`src/rtl/calu_pkg.sv`:
```
package calu_pkg;
  typedef enum logic [3:0] {
    OP_LOAD  = 4'd0,
    OP_ADD   = 4'd1,
    OP_SUB   = 4'd2,
    OP_AND   = 4'd3,
    OP_OR    = 4'd4,
    OP_XOR   = 4'd5,
    OP_LOADT = 4'd6,
    OP_ADDT  = 4'd7,
    OP_SUBT  = 4'd8,
    OP_NORM  = 4'd9,
    OP_BITT  = 4'd10
  } calu_op_e;
endpackage

```
`src/rtl/calu_scaler.sv`:
```
module calu_scaler #(
  parameter int DATA_W  = 16,
  parameter int ACC_W   = 32,
  parameter int SHIFT_W = 4
) (
  input  logic [DATA_W-1:0]  word_i,
  input  logic [SHIFT_W-1:0] amt_i,
  input  logic               zero_ext_i,
  output logic [ACC_W-1:0]   scaled_o
);
  localparam int EXT_W = ACC_W - DATA_W;

  logic [ACC_W-1:0] widened;

  always_comb begin
    if (zero_ext_i) widened = {{EXT_W{1'b0}}, word_i};
    else            widened = {{EXT_W{word_i[DATA_W-1]}}, word_i};
    scaled_o = widened << amt_i;
  end
endmodule

```
`src/rtl/calu_arith.sv`:
```
module calu_arith
  import calu_pkg::*;
#(
  parameter int ACC_W = 32
) (
  input  calu_op_e         op_i,
  input  logic [ACC_W-1:0] a_i,
  input  logic [ACC_W-1:0] b_i,
  output logic [ACC_W-1:0] res_o,
  output logic             res_we_o,
  output logic             flag_we_o,
  output logic             carry_o,
  output logic             ovf_o
);
  logic [ACC_W:0] sum_w;
  logic [ACC_W:0] diff_w;

  always_comb begin
    sum_w     = {1'b0, a_i} + {1'b0, b_i};
    diff_w    = {1'b0, a_i} - {1'b0, b_i};
    res_o     = a_i;
    res_we_o  = 1'b0;
    flag_we_o = 1'b0;
    carry_o   = 1'b0;
    ovf_o     = 1'b0;
    unique case (op_i)
      OP_LOAD, OP_LOADT: begin
        res_o    = b_i;
        res_we_o = 1'b1;
      end
      OP_ADD, OP_ADDT: begin
        res_o     = sum_w[ACC_W-1:0];
        res_we_o  = 1'b1;
        flag_we_o = 1'b1;
        carry_o   = sum_w[ACC_W];
        ovf_o     = (a_i[ACC_W-1] == b_i[ACC_W-1]) &&
                    (sum_w[ACC_W-1] != a_i[ACC_W-1]);
      end
      OP_SUB, OP_SUBT: begin
        res_o     = diff_w[ACC_W-1:0];
        res_we_o  = 1'b1;
        flag_we_o = 1'b1;
        carry_o   = diff_w[ACC_W];
        ovf_o     = (a_i[ACC_W-1] != b_i[ACC_W-1]) &&
                    (diff_w[ACC_W-1] != a_i[ACC_W-1]);
      end
      OP_AND: begin
        res_o    = a_i & b_i;
        res_we_o = 1'b1;
      end
      OP_OR: begin
        res_o    = a_i | b_i;
        res_we_o = 1'b1;
      end
      OP_XOR: begin
        res_o    = a_i ^ b_i;
        res_we_o = 1'b1;
      end
      default: begin
        res_we_o = 1'b0;
      end
    endcase
  end
endmodule

```
`src/rtl/calu_norm.sv`:
```
module calu_norm #(
  parameter int ACC_W = 32
) (
  input  logic [ACC_W-1:0] acc_i,
  output logic [ACC_W-1:0] acc_o,
  output logic             shifted_o
);
  always_comb begin
    shifted_o = (acc_i != '0) && (acc_i[ACC_W-1] == acc_i[ACC_W-2]);
    acc_o     = shifted_o ? {acc_i[ACC_W-2:0], 1'b0} : acc_i;
  end
endmodule

```
`src/rtl/calu_core.sv`:
```
module calu_core
  import calu_pkg::*;
#(
  parameter int DATA_W  = 16,
  parameter int ACC_W   = 32,
  parameter int SHIFT_W = 4
) (
  input  logic               clk,
  input  logic               rst,
  input  logic               op_valid,
  input  logic [3:0]         op_code,
  input  logic [DATA_W-1:0]  data_in,
  input  logic [ACC_W-1:0]   prod_in,
  input  logic               use_prod,
  input  logic [SHIFT_W-1:0] shift_amt,
  input  logic               sx_off,
  input  logic [SHIFT_W-1:0] treg_low,
  output logic [ACC_W-1:0]   acc,
  output logic               carry,
  output logic               ovf,
  output logic               tflag
);
  localparam logic [SHIFT_W-1:0] TOP_BIT = SHIFT_W'(DATA_W - 1);

  calu_op_e           op;
  logic               t_variant;
  logic [SHIFT_W-1:0] scale_amt;
  logic [ACC_W-1:0]   scaled;
  logic [ACC_W-1:0]   operand;
  logic [ACC_W-1:0]   arith_res;
  logic               arith_we, flag_we, arith_c, arith_v;
  logic [ACC_W-1:0]   norm_res;
  logic               norm_shift;
  logic [SHIFT_W-1:0] bit_idx;

  always_comb begin
    op        = calu_op_e'(op_code);
    t_variant = (op == OP_LOADT) || (op == OP_ADDT) || (op == OP_SUBT);
    scale_amt = t_variant ? treg_low : shift_amt;
    operand   = (use_prod && !t_variant) ? prod_in : scaled;
    bit_idx   = TOP_BIT - treg_low;
  end

  calu_scaler #(.DATA_W(DATA_W), .ACC_W(ACC_W), .SHIFT_W(SHIFT_W)) u_scaler (
    .word_i     (data_in),
    .amt_i      (scale_amt),
    .zero_ext_i (sx_off),
    .scaled_o   (scaled)
  );

  calu_arith #(.ACC_W(ACC_W)) u_arith (
    .op_i      (op),
    .a_i       (acc),
    .b_i       (operand),
    .res_o     (arith_res),
    .res_we_o  (arith_we),
    .flag_we_o (flag_we),
    .carry_o   (arith_c),
    .ovf_o     (arith_v)
  );

  calu_norm #(.ACC_W(ACC_W)) u_norm (
    .acc_i     (acc),
    .acc_o     (norm_res),
    .shifted_o (norm_shift)
  );

  always_ff @(posedge clk) begin
    if (rst) begin
      acc   <= '0;
      carry <= 1'b0;
      ovf   <= 1'b0;
      tflag <= 1'b0;
    end else if (op_valid) begin
      if (arith_we) acc <= arith_res;
      if (op == OP_NORM && norm_shift) acc <= norm_res;
      if (flag_we) begin
        carry <= arith_c;
        ovf   <= arith_v;
      end
      if (op == OP_BITT) tflag <= data_in[bit_idx];
    end
  end

  AST_IDLE_HOLD: assert property (@(posedge clk) disable iff (rst)
    (!op_valid || op_code > 4'd10) |=> ($stable(acc) && $stable(carry) && $stable(ovf) && $stable(tflag)));
  AST_BITT_KEEPS_ACC: assert property (@(posedge clk) disable iff (rst)
    (op_valid && op_code == 4'd10) |=> ($stable(acc) && $stable(carry) && $stable(ovf)));
  AST_NORM_ZERO_STAYS: assert property (@(posedge clk) disable iff (rst)
    (op_valid && op_code == 4'd9 && acc == '0) |=> (acc == '0));
  AST_NORM_SIGN_STOPS: assert property (@(posedge clk) disable iff (rst)
    (op_valid && op_code == 4'd9 && acc[ACC_W-1] != acc[ACC_W-2]) |=> $stable(acc));
  AST_NORM_FLAGS: assert property (@(posedge clk) disable iff (rst)
    (op_valid && op_code == 4'd9) |=> ($stable(carry) && $stable(ovf)));
  AST_LOGIC_FLAGS: assert property (@(posedge clk) disable iff (rst)
    (op_valid && (op_code == 4'd3 || op_code == 4'd4 || op_code == 4'd5)) |=> ($stable(carry) && $stable(ovf)));
  AST_RESET_CLEARS: assert property (@(posedge clk)
    rst |=> (acc == '0 && !carry && !ovf && !tflag));
endmodule

```
`config.mk`:
```
export PLATFORM = sky130hd
export DESIGN_NAME = calu_core
export DESIGN_NICKNAME = d
export VERILOG_FILES = /design/src/rtl/calu_pkg.sv /design/src/rtl/calu_scaler.sv /design/src/rtl/calu_arith.sv /design/src/rtl/calu_norm.sv /design/src/rtl/calu_core.sv
export SDC_FILE = /design/constraint.sdc
export NUM_CORES = 1
export LEC_CHECK = 0
export BUFFER_PORTS_ARGS = -buffer_cell sky130_fd_sc_hd__buf_2
export CELL_PAD_IN_SITES_DETAIL_PLACEMENT = 0
export CELL_PAD_IN_SITES_GLOBAL_PLACEMENT = 1
export CORE_MARGIN = 4
export CORE_UTILIZATION = 40
export CTS_BUF_LIST = sky130_fd_sc_hd__clkbuf_4 sky130_fd_sc_hd__clkbuf_8
export DETAILED_ROUTE_END_ITERATION = 16
export PLACE_DENSITY_LB_ADDON = 0.1
export SLEW_MARGIN = 15
export SYNTH_ARGS = -nofsm -noshare
export SYNTH_HDL_FRONTEND = slang
export SYNTH_SLANG_ARGS = --single-unit
```
`constraint.sdc`:
```
create_clock -name clk -period 6.22 [get_ports clk]
set_clock_uncertainty 0.1 [all_clocks]
set_input_delay 0.933 -clock clk [delete_from_list [all_inputs] [get_ports clk]]
set_output_delay 0.933 -clock clk [all_outputs]
set_load 0.02 [all_outputs]
```
==> key figures <==
Timing
  • Unrepaired setup endpoints after global routing: false
  • # setup viols final: 0
  • Worst slew margin: 36.32%
  • Final Hold Vio Count: 0
  • Max frequency: 171.5 MHz
  • Final period util: 93.77%
  • Final worst path period need: 5832 ps
  • Hold Worst Slack: 406.1 ps
  • Setup TNS: 0 ps
  • Pins over their slew limit: 0
  • Worst Max-Slew Pin Slew: 952.3 ps

Route
  • Vias per cell: 6.476
  • Starting DRC count in detailed routing: 995
  • Antenna Nets Post-Route: 0
  • Vias: 10250
  • Total Wirelength: 39180 um
  • DRC viols: 0
  • Avg WL per Cell: 24.77 um
  • Pre-antenna DRT Iters: 5

Cells and area
  • Post-Layout Inst Area: 0.009807 mm2
  • Commonest non-fill, non-tap cell in the layout: ha_1
  • Fill cell count: 2207
  • Synth-to-layout area growth: 14.41%
  • Nets: 1485
  • Commonest non-fill, non-tap cells in the layout: 112 x ha_1, 102 x a21oi_1, 99 x buf_2
  • ANT cells: 0
  • Share of layout cells above drive strength 1: 17.98%

Global route
  • Pin count of the biggest net entering global routing: 34
  • First-pass GRT wire length: 59050 um
  • Initial antenna violation count: 0
  • All-Layer GR Usage: 31.52%
  • Vias in the first global route: 9891
  • GR Overflow Total: 0

Hold path
  • Worst Hold Class: flip-flop to flip-flop

Clocking
  • Clock transition at the registers of the reported paths: 110 ps
  • Sink Count: 35
  • TritonCTS Buffers: 5
  • Postcts setup bufs: 0
  • Clk buf depth: 2
  • CTS tree: done
  • Clk_lat worst skew: 330 ps
  • Number of H-tree levels: 2
  • Root buffer cell: clkbuf_8

Floorplan
  • Core area: 0.02102 mm2
  • Ports: 100
  • Height of the die: 154.4 um
  • FP Rows: 53
  • Die X-Extent: 154.4 um
  • DIE AREA: 0.02384 mm2
  • Initial Util: 40.78%

Run status
  • Outcome: completed

Setup path
  • Worst path max stage delay: 510 ps
  • CP Cell Sequence: buf_2 > buf_4 > or4b_4 > a21o_4 > nand2_8 > mux2i_1 > a21oi_1 > mux2i_1 > o21ai_1 > buf_4 > inv_1 > ha_1 > nor2_1 > nand3_1 > a21oi_1 > a21oi_1 > o31ai_2 > a31oi_1 > o221ai_1 > o221ai_1 > a32o_1
  • Worst Path Arrival: 5970 ps
  • Most frequent CP cell: a21oi_1
  • Data required, critical path: 6360 ps
  • Worst setup EP type: flip-flop
  • Reg2Reg Setup Slack: 2200 ps
  • Critical path startpoint category: primary input
  • Crit Path Max Fanout: 13
  • CP Class: primary input to flip-flop
  • Slowest CP cell: or4b_4

Yosys
  • Avg Synthesized Cell Area: 7.102 um2
  • Synth area leader: ha_1
  • Top-area cell type share of the netlist area: 16.35%
  • Number of flops mapped to enable cells by yosys: 0
  • FF+latch count, synth: 35
  • Top FF cell, synth: dfxtp_1
  • Cells after Synth: 1207
  • Post-Syn Area: 0.008572 mm2
  • Yosys cell types: 93
  • Area contributors post-synth: ha_1 16%, dfxtp_1 8.2%, a21oi_1 6.0%
  • Sequential fraction of the synthesis area: 8.174%
  • Async set-reset flop share out of synthesis: 0%
  • Ys Warns: 0
  • Synthesized Nets: 1386

Power
  • PD cells: 195.2 mW/mm2
  • Worst vdd ir: 72.70 uV
  • Leakage Power: 4.245 nW

Placed design
  • Port Buffer Count: 99
  • Placed Area: 0.009672 mm2
  • DP HPWL: 29440 um
  • Placer Congestion: 1.013

Job
  • Max-cap violations: 0
## Yosys cell counts (all sizes together) (9+ instances only)
library cell  number
mux2i             31
a21o              19
o2111ai           10
nand2             81
xnor2             17
a21oi            103
o211ai            28
or2                9
o31ai             14
inv               96
ha               112
nor4              19
dfxtp             35
o22ai             17
buf               19
o21ai             77
a31oi             17
a221oi            19
nand2b            10
nor2              90
o21bai            17
nand3             43
clkbuf            63
and3               9
a22oi             21
nor3              29
o221ai            18
a211oi            23
## report_power, final
part / switching, mW / internal, mW / leakage [nW] / total (mW)
logic: 0.857 / 0.502 / 3.90 / 1.36
registers: 0.0494 / 0.249 / 0.287 / 0.298
clock network: 0.128 / 0.131 / 0.0612 / 0.258
total: 1.03 / 0.881 / 4.25 / 1.91
## area by class of cell
| cell class | instances | area (um2) | share of cell area (%) |
|---|---|---|---|
| clock buffer | 6 | 82.58 | 0.8421 |
| timing repair buffer | 174 | 1084 | 11.05 |
| tap | 275 | 344.1 | 3.509 |
| sequential | 35 | 700.7 | 7.145 |
| multi-input combinational | 991 | 7189 | 73.31 |
| inverter | 99 | 371.6 | 3.789 |
| clock inverter | 2 | 35.03 | 0.3572 |
## registers in the layout (all words and copies together) (netlist names)
name and flops:
acc 32, ovf 1, tflag 1, carry 1
## kinds of logic (layout without fill, tap and decap cells)
logic type | after synthesis | count (layout) | synth area share [%]
DFF | 35 | 35 | 8.174
xor gates and xnor gates | 24 | 24 | 2.452
buffers and inverters | 181 | 281 | 8.408
and+or+nand+nor | 341 | 341 | 19.88
muxes | 41 | 41 | 5.955
adders and majority gates | 114 | 114 | 16.82
AOI/OAI and AO/OA | 471 | 471 | 38.32
## repair_timing
| item | 4_1_cts | 5_1_grt |
|---|---|---|
| endpoints found under the setup margin | 0 | 6 |
| hold buffers | 0 | 0 |
| resized for setup | 0 | 3 |
## metal layers
layer,wire length [um],vias to the layer above,share of wire (%),global-route usage [%]
met1,16560,4830,42,42.06
met2,17020,544,43,48.67
met4,1722,0,4.4,13.04
met3,3881,108,9.9,7.639
met5,0,-,0,0
li1,-,4763,-,-
## critical path, delay by kind of cell
| kind | cells | cell delay (ps) |
|---|---|---|
| AOI/OAI and AO/OA | 10 | 2580 |
| adders and majority gates | 1 | 310 |
| buffers and inverters | 4 | 490 |
| muxes | 2 | 590 |
| and+or+nand+nor | 4 | 1040 |
## per-stage QoR
step | std cells | util, % | total power, mW | setup WS, ps
6_report | 1582 | 46.65 | 1.915 | 387.7
5_1_grt | 1582 | 46.65 | 2.037 | 41.56
4_1_cts | 1582 | 46.57 | 1.880 | 258.1
3_5_place_dp | 1574 | 46.01 | 1.616 | -106.2
3_3_place_gp | 1574 | 46.01 | 1.625 | -43.58
2_1_floorplan | 1207 | - | 1.156 | 878.6
## final timing paths
kind              start      end  cells past startpoint
max          op_code[3]      ovf                     21
min               tflag    tflag                      2
max reg2reg     acc[31]  acc[15]                     11
min reg2reg       tflag    tflag                      2
Power figures use the tool's default switching activity.
